**src/rtl/mdio_pkg.sv**
```systemverilog
package mdio_pkg;

    localparam int FRAME_BITS = 64;
    localparam int IDLE_IDX   = 64;
    localparam int TA_IDX     = 46;
    localparam int DATA_IDX   = 48;
    localparam int DATA_W     = 16;
    localparam int ADDR_W     = 5;
    localparam int IDX_W      = 7;

    typedef enum logic [1:0] {
        OPC_WRITE = 2'b01,
        OPC_READ  = 2'b10
    } mgmt_op_e;

    typedef enum logic [2:0] {
        HR_ADDR  = 3'd0,
        HR_WDATA = 3'd1,
        HR_CMD   = 3'd2,
        HR_RDATA = 3'd3,
        HR_STAT  = 3'd4
    } host_reg_e;

    typedef struct packed {
        logic              valid;
        mgmt_op_e          op;
        logic [ADDR_W-1:0] phy;
        logic [ADDR_W-1:0] regn;
        logic [DATA_W-1:0] data;
    } launch_t;

    // Bit k on the wire is element [FRAME_BITS-1-k]
    function automatic logic [FRAME_BITS-1:0] build_frame(input launch_t l);
        return {32'hFFFF_FFFF, 2'b01, l.op, l.phy, l.regn, 2'b10, l.data};
    endfunction

    function automatic logic master_drives(input mgmt_op_e op, input logic [IDX_W-1:0] idx);
        if (idx >= IDX_W'(IDLE_IDX)) return 1'b0;
        if (op == OPC_WRITE)         return 1'b1;
        return idx < IDX_W'(TA_IDX);
    endfunction

endpackage

```
**src/rtl/mdio_mdc_gen.sv**
```systemverilog
module mdio_mdc_gen #(
    parameter int MDC_HALF = 4
) (
    input  logic clk,
    input  logic rst,
    input  logic run,
    output logic mdc,
    output logic rise_evt,
    output logic fall_evt
);
    localparam int CNT_W = (MDC_HALF > 1) ? $clog2(MDC_HALF) : 1;
    localparam logic [CNT_W-1:0] LAST = CNT_W'(MDC_HALF - 1);

    logic [CNT_W-1:0] cnt_q;
    logic             mdc_q;
    logic             wrap;

    assign wrap     = run && (cnt_q == LAST);
    assign rise_evt = wrap && !mdc_q;
    assign fall_evt = wrap && mdc_q;
    assign mdc      = mdc_q;

    always_ff @(posedge clk) begin
        if (rst || !run) begin
            cnt_q <= '0;
            mdc_q <= 1'b0;
        end else if (wrap) begin
            cnt_q <= '0;
            mdc_q <= ~mdc_q;
        end else begin
            cnt_q <= cnt_q + 1'b1;
        end
    end
endmodule

```
**src/rtl/mdio_host_regs.sv**
```systemverilog
module mdio_host_regs
    import mdio_pkg::*;
(
    input  logic              clk,
    input  logic              rst,
    input  logic              reg_we,
    input  logic [2:0]        reg_addr,
    input  logic [DATA_W-1:0] reg_wdata,
    output logic [DATA_W-1:0] reg_rdata,
    input  logic              busy,
    input  logic [DATA_W-1:0] rd_data,
    output launch_t           launch
);
    logic [2*ADDR_W-1:0] addr_q;
    logic [DATA_W-1:0]   wdata_q;
    logic                accept;

    assign accept = reg_we && !busy;

    always_ff @(posedge clk) begin
        if (rst) begin
            addr_q  <= '0;
            wdata_q <= '0;
        end else if (accept) begin
            if (reg_addr == HR_ADDR)  addr_q  <= reg_wdata[2*ADDR_W-1:0];
            if (reg_addr == HR_WDATA) wdata_q <= reg_wdata;
        end
    end

    always_comb begin
        launch       = '0;
        launch.phy   = addr_q[2*ADDR_W-1:ADDR_W];
        launch.regn  = addr_q[ADDR_W-1:0];
        launch.op    = OPC_WRITE;
        if (accept && reg_addr == HR_WDATA) begin
            launch.valid = 1'b1;
            launch.data  = reg_wdata;
        end else if (accept && reg_addr == HR_CMD && reg_wdata[0]) begin
            launch.valid = 1'b1;
            launch.op    = OPC_READ;
        end
    end

    always_comb begin
        case (reg_addr)
            HR_ADDR:  reg_rdata = {{(DATA_W-2*ADDR_W){1'b0}}, addr_q};
            HR_WDATA: reg_rdata = wdata_q;
            HR_RDATA: reg_rdata = rd_data;
            HR_STAT:  reg_rdata = {{(DATA_W-1){1'b0}}, busy};
            default:  reg_rdata = '0;
        endcase
    end
endmodule

```
**src/rtl/mdio_frame_engine.sv**
```systemverilog
module mdio_frame_engine
    import mdio_pkg::*;
(
    input  logic              clk,
    input  logic              rst,
    input  launch_t           launch,
    input  logic              rise_evt,
    input  logic              fall_evt,
    input  logic              mdio_i,
    output logic              busy,
    output logic              mdio_o,
    output logic              mdio_oe,
    output logic [DATA_W-1:0] rd_data
);
    logic [FRAME_BITS-1:0] frame_q;
    logic [IDX_W-1:0]      idx_q;
    mgmt_op_e              op_q;
    logic                  busy_q;
    logic [DATA_W-1:0]     shift_q;
    logic [DATA_W-1:0]     rd_q;
    logic                  in_data;

    assign in_data = (idx_q >= IDX_W'(DATA_IDX)) && (idx_q < IDX_W'(IDLE_IDX));

    always_ff @(posedge clk) begin
        if (rst) begin
            frame_q <= '0;
            idx_q   <= '0;
            op_q    <= OPC_WRITE;
            busy_q  <= 1'b0;
            shift_q <= '0;
            rd_q    <= '0;
        end else if (!busy_q) begin
            if (launch.valid) begin
                busy_q  <= 1'b1;
                idx_q   <= '0;
                op_q    <= launch.op;
                frame_q <= build_frame(launch);
            end
        end else begin
            if (rise_evt && op_q == OPC_READ && in_data)
                shift_q <= {shift_q[DATA_W-2:0], mdio_i};
            if (fall_evt) begin
                if (idx_q == IDX_W'(IDLE_IDX)) begin
                    busy_q <= 1'b0;
                    if (op_q == OPC_READ) rd_q <= shift_q;
                end else begin
                    idx_q <= idx_q + 1'b1;
                end
            end
        end
    end

    assign busy    = busy_q;
    assign mdio_oe = busy_q && master_drives(op_q, idx_q);
    assign mdio_o  = mdio_oe && frame_q[~idx_q[5:0]];
    assign rd_data = rd_q;
endmodule

```
**src/rtl/mdio_mgmt_master.sv**
```systemverilog
module mdio_mgmt_master
    import mdio_pkg::*;
#(
    parameter int MDC_HALF = 4
) (
    input  logic        clk,
    input  logic        rst,
    input  logic        reg_we,
    input  logic [2:0]  reg_addr,
    input  logic [15:0] reg_wdata,
    output logic [15:0] reg_rdata,
    output logic        mdc,
    output logic        mdio_o,
    output logic        mdio_oe,
    input  logic        mdio_i
);
    launch_t           launch;
    logic              busy;
    logic              rise_evt;
    logic              fall_evt;
    logic [DATA_W-1:0] rd_data;

    mdio_host_regs u_regs (
        .clk(clk), .rst(rst), .reg_we(reg_we), .reg_addr(reg_addr),
        .reg_wdata(reg_wdata), .reg_rdata(reg_rdata), .busy(busy),
        .rd_data(rd_data), .launch(launch)
    );

    mdio_mdc_gen #(.MDC_HALF(MDC_HALF)) u_mdc (
        .clk(clk), .rst(rst), .run(busy), .mdc(mdc),
        .rise_evt(rise_evt), .fall_evt(fall_evt)
    );

    mdio_frame_engine u_engine (
        .clk(clk), .rst(rst), .launch(launch), .rise_evt(rise_evt),
        .fall_evt(fall_evt), .mdio_i(mdio_i), .busy(busy),
        .mdio_o(mdio_o), .mdio_oe(mdio_oe), .rd_data(rd_data)
    );
endmodule

```
**config.mk**
```make
export PLATFORM = sky130hd
export DESIGN_NAME = mdio_mgmt_master
export DESIGN_NICKNAME = d
export VERILOG_FILES = /design/src/rtl/mdio_pkg.sv /design/src/rtl/mdio_mdc_gen.sv /design/src/rtl/mdio_host_regs.sv /design/src/rtl/mdio_frame_engine.sv /design/src/rtl/mdio_mgmt_master.sv
export SDC_FILE = /design/constraint.sdc
export NUM_CORES = 1
export LEC_CHECK = 0
export ABC_AREA = 1
export CORE_MARGIN = 2
export CORE_UTILIZATION = 35
export DETAILED_ROUTE_END_ITERATION = 6
export PLACE_DENSITY = 0.52
export SETUP_SLACK_MARGIN = 0.2
export SLEW_MARGIN = 0
export SYNTH_ARGS = -nofsm -noshare
export SYNTH_HDL_FRONTEND = slang
export SYNTH_SLANG_ARGS = --single-unit
```
**constraint.sdc**
```tcl
create_clock -name clk -period 1.4 [get_ports clk]
set_input_delay 0.28 -clock clk [delete_from_list [all_inputs] [get_ports clk]]
set_output_delay 0.28 -clock clk [all_outputs]
set_load 0.03 [all_outputs]
```
==> summary.txt <==
Pwr
  – Pleak: 2.95 nW
  – Total power: 6.18 mW
  – Comb pwr share: 12.7%
  – Pwr Density: 797 nW/um2
  – Reg power frac: 46.5%
  – Clk pwr share: 40.8%
  – Maximum vdd ir drop: 560 uV
  – Switching power: 1.59 mW
  – Switching Share: 25.8%
  – Int Power: 4.58 mW

Clock network
  – CTS tree: yes
  – Max Buffers Root-to-Sink: 2
  – Clock sinks: 99
  – Clk Latency, worst-skew pair: 0.36 ns
  – CTS root buf: clkbuf_16
  – H-tree Lvls: 3
  – Hold-fix buffers, CTS: 0
  – CTS buffer count: 9
  – CTS clk-pin slew, worst paths: 0.07 ns

Synthesis
  – Cells after Synth: 589
  – Syn nets: 615
  – Post-synthesis sequential element count: 99
  – Post-synth EDFFs: 0
  – Area contributors post-synth: dfxtp_1 44%, nand2_1 9.6%, nand3_1 7.6%
  – Post-synth top flop: dfxtp_1
  – Async SR Flop Fraction: 0%
  – Yosys top cell area share: 44.1%
  – Syn_area_per_cell: 7.64 um2
  – Largest area contributor in the netlist: dfxtp_1
  – YS warnings: 0
  – Register area share after synthesis: 44.1%
  – Yosys cell types: 41
  – Mapped Area: 4500 um2

Timing
  – Minimum clock period: 1.95 ns
  – Highest Clock Rate: 512 MHz
  – Final Hold Viols: 0
  – RSZ-0062 raised after global routing: true
  – Fin crit share: 140%
  – Tightest Pin Transition: 0.238 ns
  – Clk_skew: 0.0101 ns
  – Worst rel slew slack: 84.2%
  – Final worst slack: -0.555 ns
  – Max Slew Vio Count: 0
  – Final setup fails: 58

Route
  – DR WL/cell: 16.7 um
  – Final WL: 15.0 mm
  – Via density: 5.07
  – Vias: 4,556
  – DRT iter0 DRCs: 223
  – 1st-pass router iterations: 4
  – Post-route ant nets: 0
  – # DRC: 0

Outcome
  – Status: complete, but fails checks
  – Failing checks: setup timing

Finish
  – Area delta synth->final: 72.3%
  – Nets@finish: 750
  – Fin cells: 899
  – ANT cells: 0
  – Layout cells sized above 1: 50.2%
  – Finished Core Util: 61.7%

GRT
  – Largest net degree at the start of global routing: 40
  – Remaining global-route overflow: 0
  – GRT Util Overall: 22.2%
  – Global-route wire length before repair: 24.0 mm
  – Vias in the first global route: 4,645
  – Initial antenna violation count: 0

Floorplanning
  – Initial Util: 35.8%
  – Core area: 12,600 um2
  – Die area: 13,800 um2
  – # rows: 41
  – # IOs: 42
  – Die width: 117 um
  – Die Height: 117 um

Critical path
  – Setup crit start kind: flip-flop
  – CP Max Fanout: 8
  – Crit. End Element: output pin
  – Critical path class: reg -> out
  – Critical path data required time: 1.12 ns
  – WP data arrival: 1.67 ns

Job
  – Max Cap Viol: 0

Worst hold path
  – Hold Path Class: reg -> reg

Placement
  – Placed cells: 835
  – PortBufs: 41
  – Final HPWL DP: 9.06 mm
  – Placer's final routability congestion estimate: 0.842
Yosys cell counts (2+ instances only):
cell type  instances
a21oi_1           51
buf_1              2
buf_2              9
buf_4              3
buf_6              9
clkbuf_1           8
clkbuf_8           2
dfxtp_1           99
ha_1               3
inv_1             73
inv_2              4
nand2_1          115
nand2_2            2
nand2_4            4
nand3_1           68
nand3_2            3
nor2_1            29
nor2_2             3
nor2_4             3
nor3_1             2
nor3_2             2
o21ai_0           30
o21ai_1           25
o21ai_2            8
o221ai_1           9
o22ai_1            7
o22ai_2            2
metal layers:
metal,up-vias,global-route usage (%),routed length (um)
li1,2210,-,-
met1,2234,29.1,6860
met2,87,36.0,7250
met3,25,3.65,479
met4,0,10.2,452
met5,-,0,0
power groups by stage:
stage	registers, mW	logic [mW]	clock network (mW)
final	2.87	0.782	2.52
after global routing	2.88	0.830	2.69
after CTS	2.87	0.688	2.56
after detailed placement	2.95	0.536	0
after global placement	2.94	0.531	0
after floorplan	2.94	0.307	0
placed cells by master (no fill, tap or decap), types with 5 or more instances in the layout:
| cell type | count |
|---|---|
| nor2_4 | 9 |
| dfxtp_4 | 6 |
| o21ai_4 | 6 |
| nand3_1 | 28 |
| nor2_1 | 19 |
| nand3_2 | 37 |
| inv_1 | 64 |
| buf_4 | 54 |
| nand2_1 | 104 |
| buf_6 | 50 |
| nand2_8 | 5 |
| o221ai_4 | 9 |
| nand2_2 | 9 |
| clkdlybuf4s50_1 | 17 |
| nor2_2 | 7 |
| clkbuf_16 | 13 |
| nand3_4 | 10 |
| a21oi_1 | 11 |
| a21oi_2 | 39 |
| buf_12 | 17 |
| o22ai_4 | 6 |
| o21ai_2 | 38 |
| o21ai_1 | 16 |
| buf_16 | 6 |
| dfxtp_1 | 90 |
per-stage QoR:
step / setup TNS, ns / instance area, um2 / worst slack [ns] / hold slack [ns]
floorplan: -0.00535 / 4890 / -0.00535 / 0.410
global placement: -40.52 / 5830 / -0.580 / 0.419
detailed placement: -41.32 / 5830 / -0.611 / 0.435
CTS: -4.27 / 7270 / -0.520 / 0.448
global route: -10.56 / 7750 / -0.652 / 0.458
finish: -7.59 / 7750 / -0.555 / 0.443
cells by family after synthesis:
logic type               after synthesis  synth area share, %
flip-flops                            99                 44.1
buffers and inverters                114                 12.3
AND/OR/NAND/NOR                      238                 25.6
AO/OA/AOI/OAI                        134                 17.0
adder cells (fa/ha/maj)                3                0.835
XOR/XNOR                               1                0.195
state kept, by name, indices dropped and copies added, names as in the netlist:
name              flops
u_engine.busy         1
u_engine.frame_q     29
u_engine.idx_q        7
u_engine.op_q         1
u_engine.rd_data     16
u_engine.shift_q     16
u_mdc.cnt_q           2
u_mdc.mdc             1
u_regs.addr_q        10
u_regs.wdata_q       16
layout make-up:
class,instances,area (um2)
Fill cell,1039,4820
Multi-Input combinational cell,379,3040
Sequential cell,99,2010
Timing Repair Buffer,154,1820
Inverter,81,379
Clock buffer,9,225
Tap cell,172,215
Clock inverter,5,63.8
worst max-delay path: stages, from the launching register on:
cell	delay, ns
dfxtp_2	0.33
buf_12	0.14
nand2_4	0.07
inv_4	0.04
nand3_2	0.07
nand2_1	0.06
o21ai_1	0.09
nand2_1	0.10
nor2_2	0.10
nand2_2	0.07
nor2_4	0.11
buf_6	0.13
worst paths after layout:
kind | from | endpoint | slack, ns | cells past startpoint
setup / recovery | u_engine.idx_q[2] | mdio_o | -0.55 | 11
hold / removal | u_mdc.cnt_q[0] | u_mdc.cnt_q[0] | 0.44 | 1
setup reg to reg | u_engine.busy | u_engine.idx_q[0] | -0.20 | 10
hold reg to reg | u_mdc.cnt_q[0] | u_mdc.cnt_q[0] | 0.44 | 1
what timing repair did:
item / in CTS / in global routing
endpoints found under the hold margin: 0 / 0
cloned: 11 / 3
setup endpoints to repair: 115 / 109
setup buffers: 29 / 7
pin swaps: 54 / 30
gates resized for setup: 221 / 86
(Power assumes the default switching activity.)
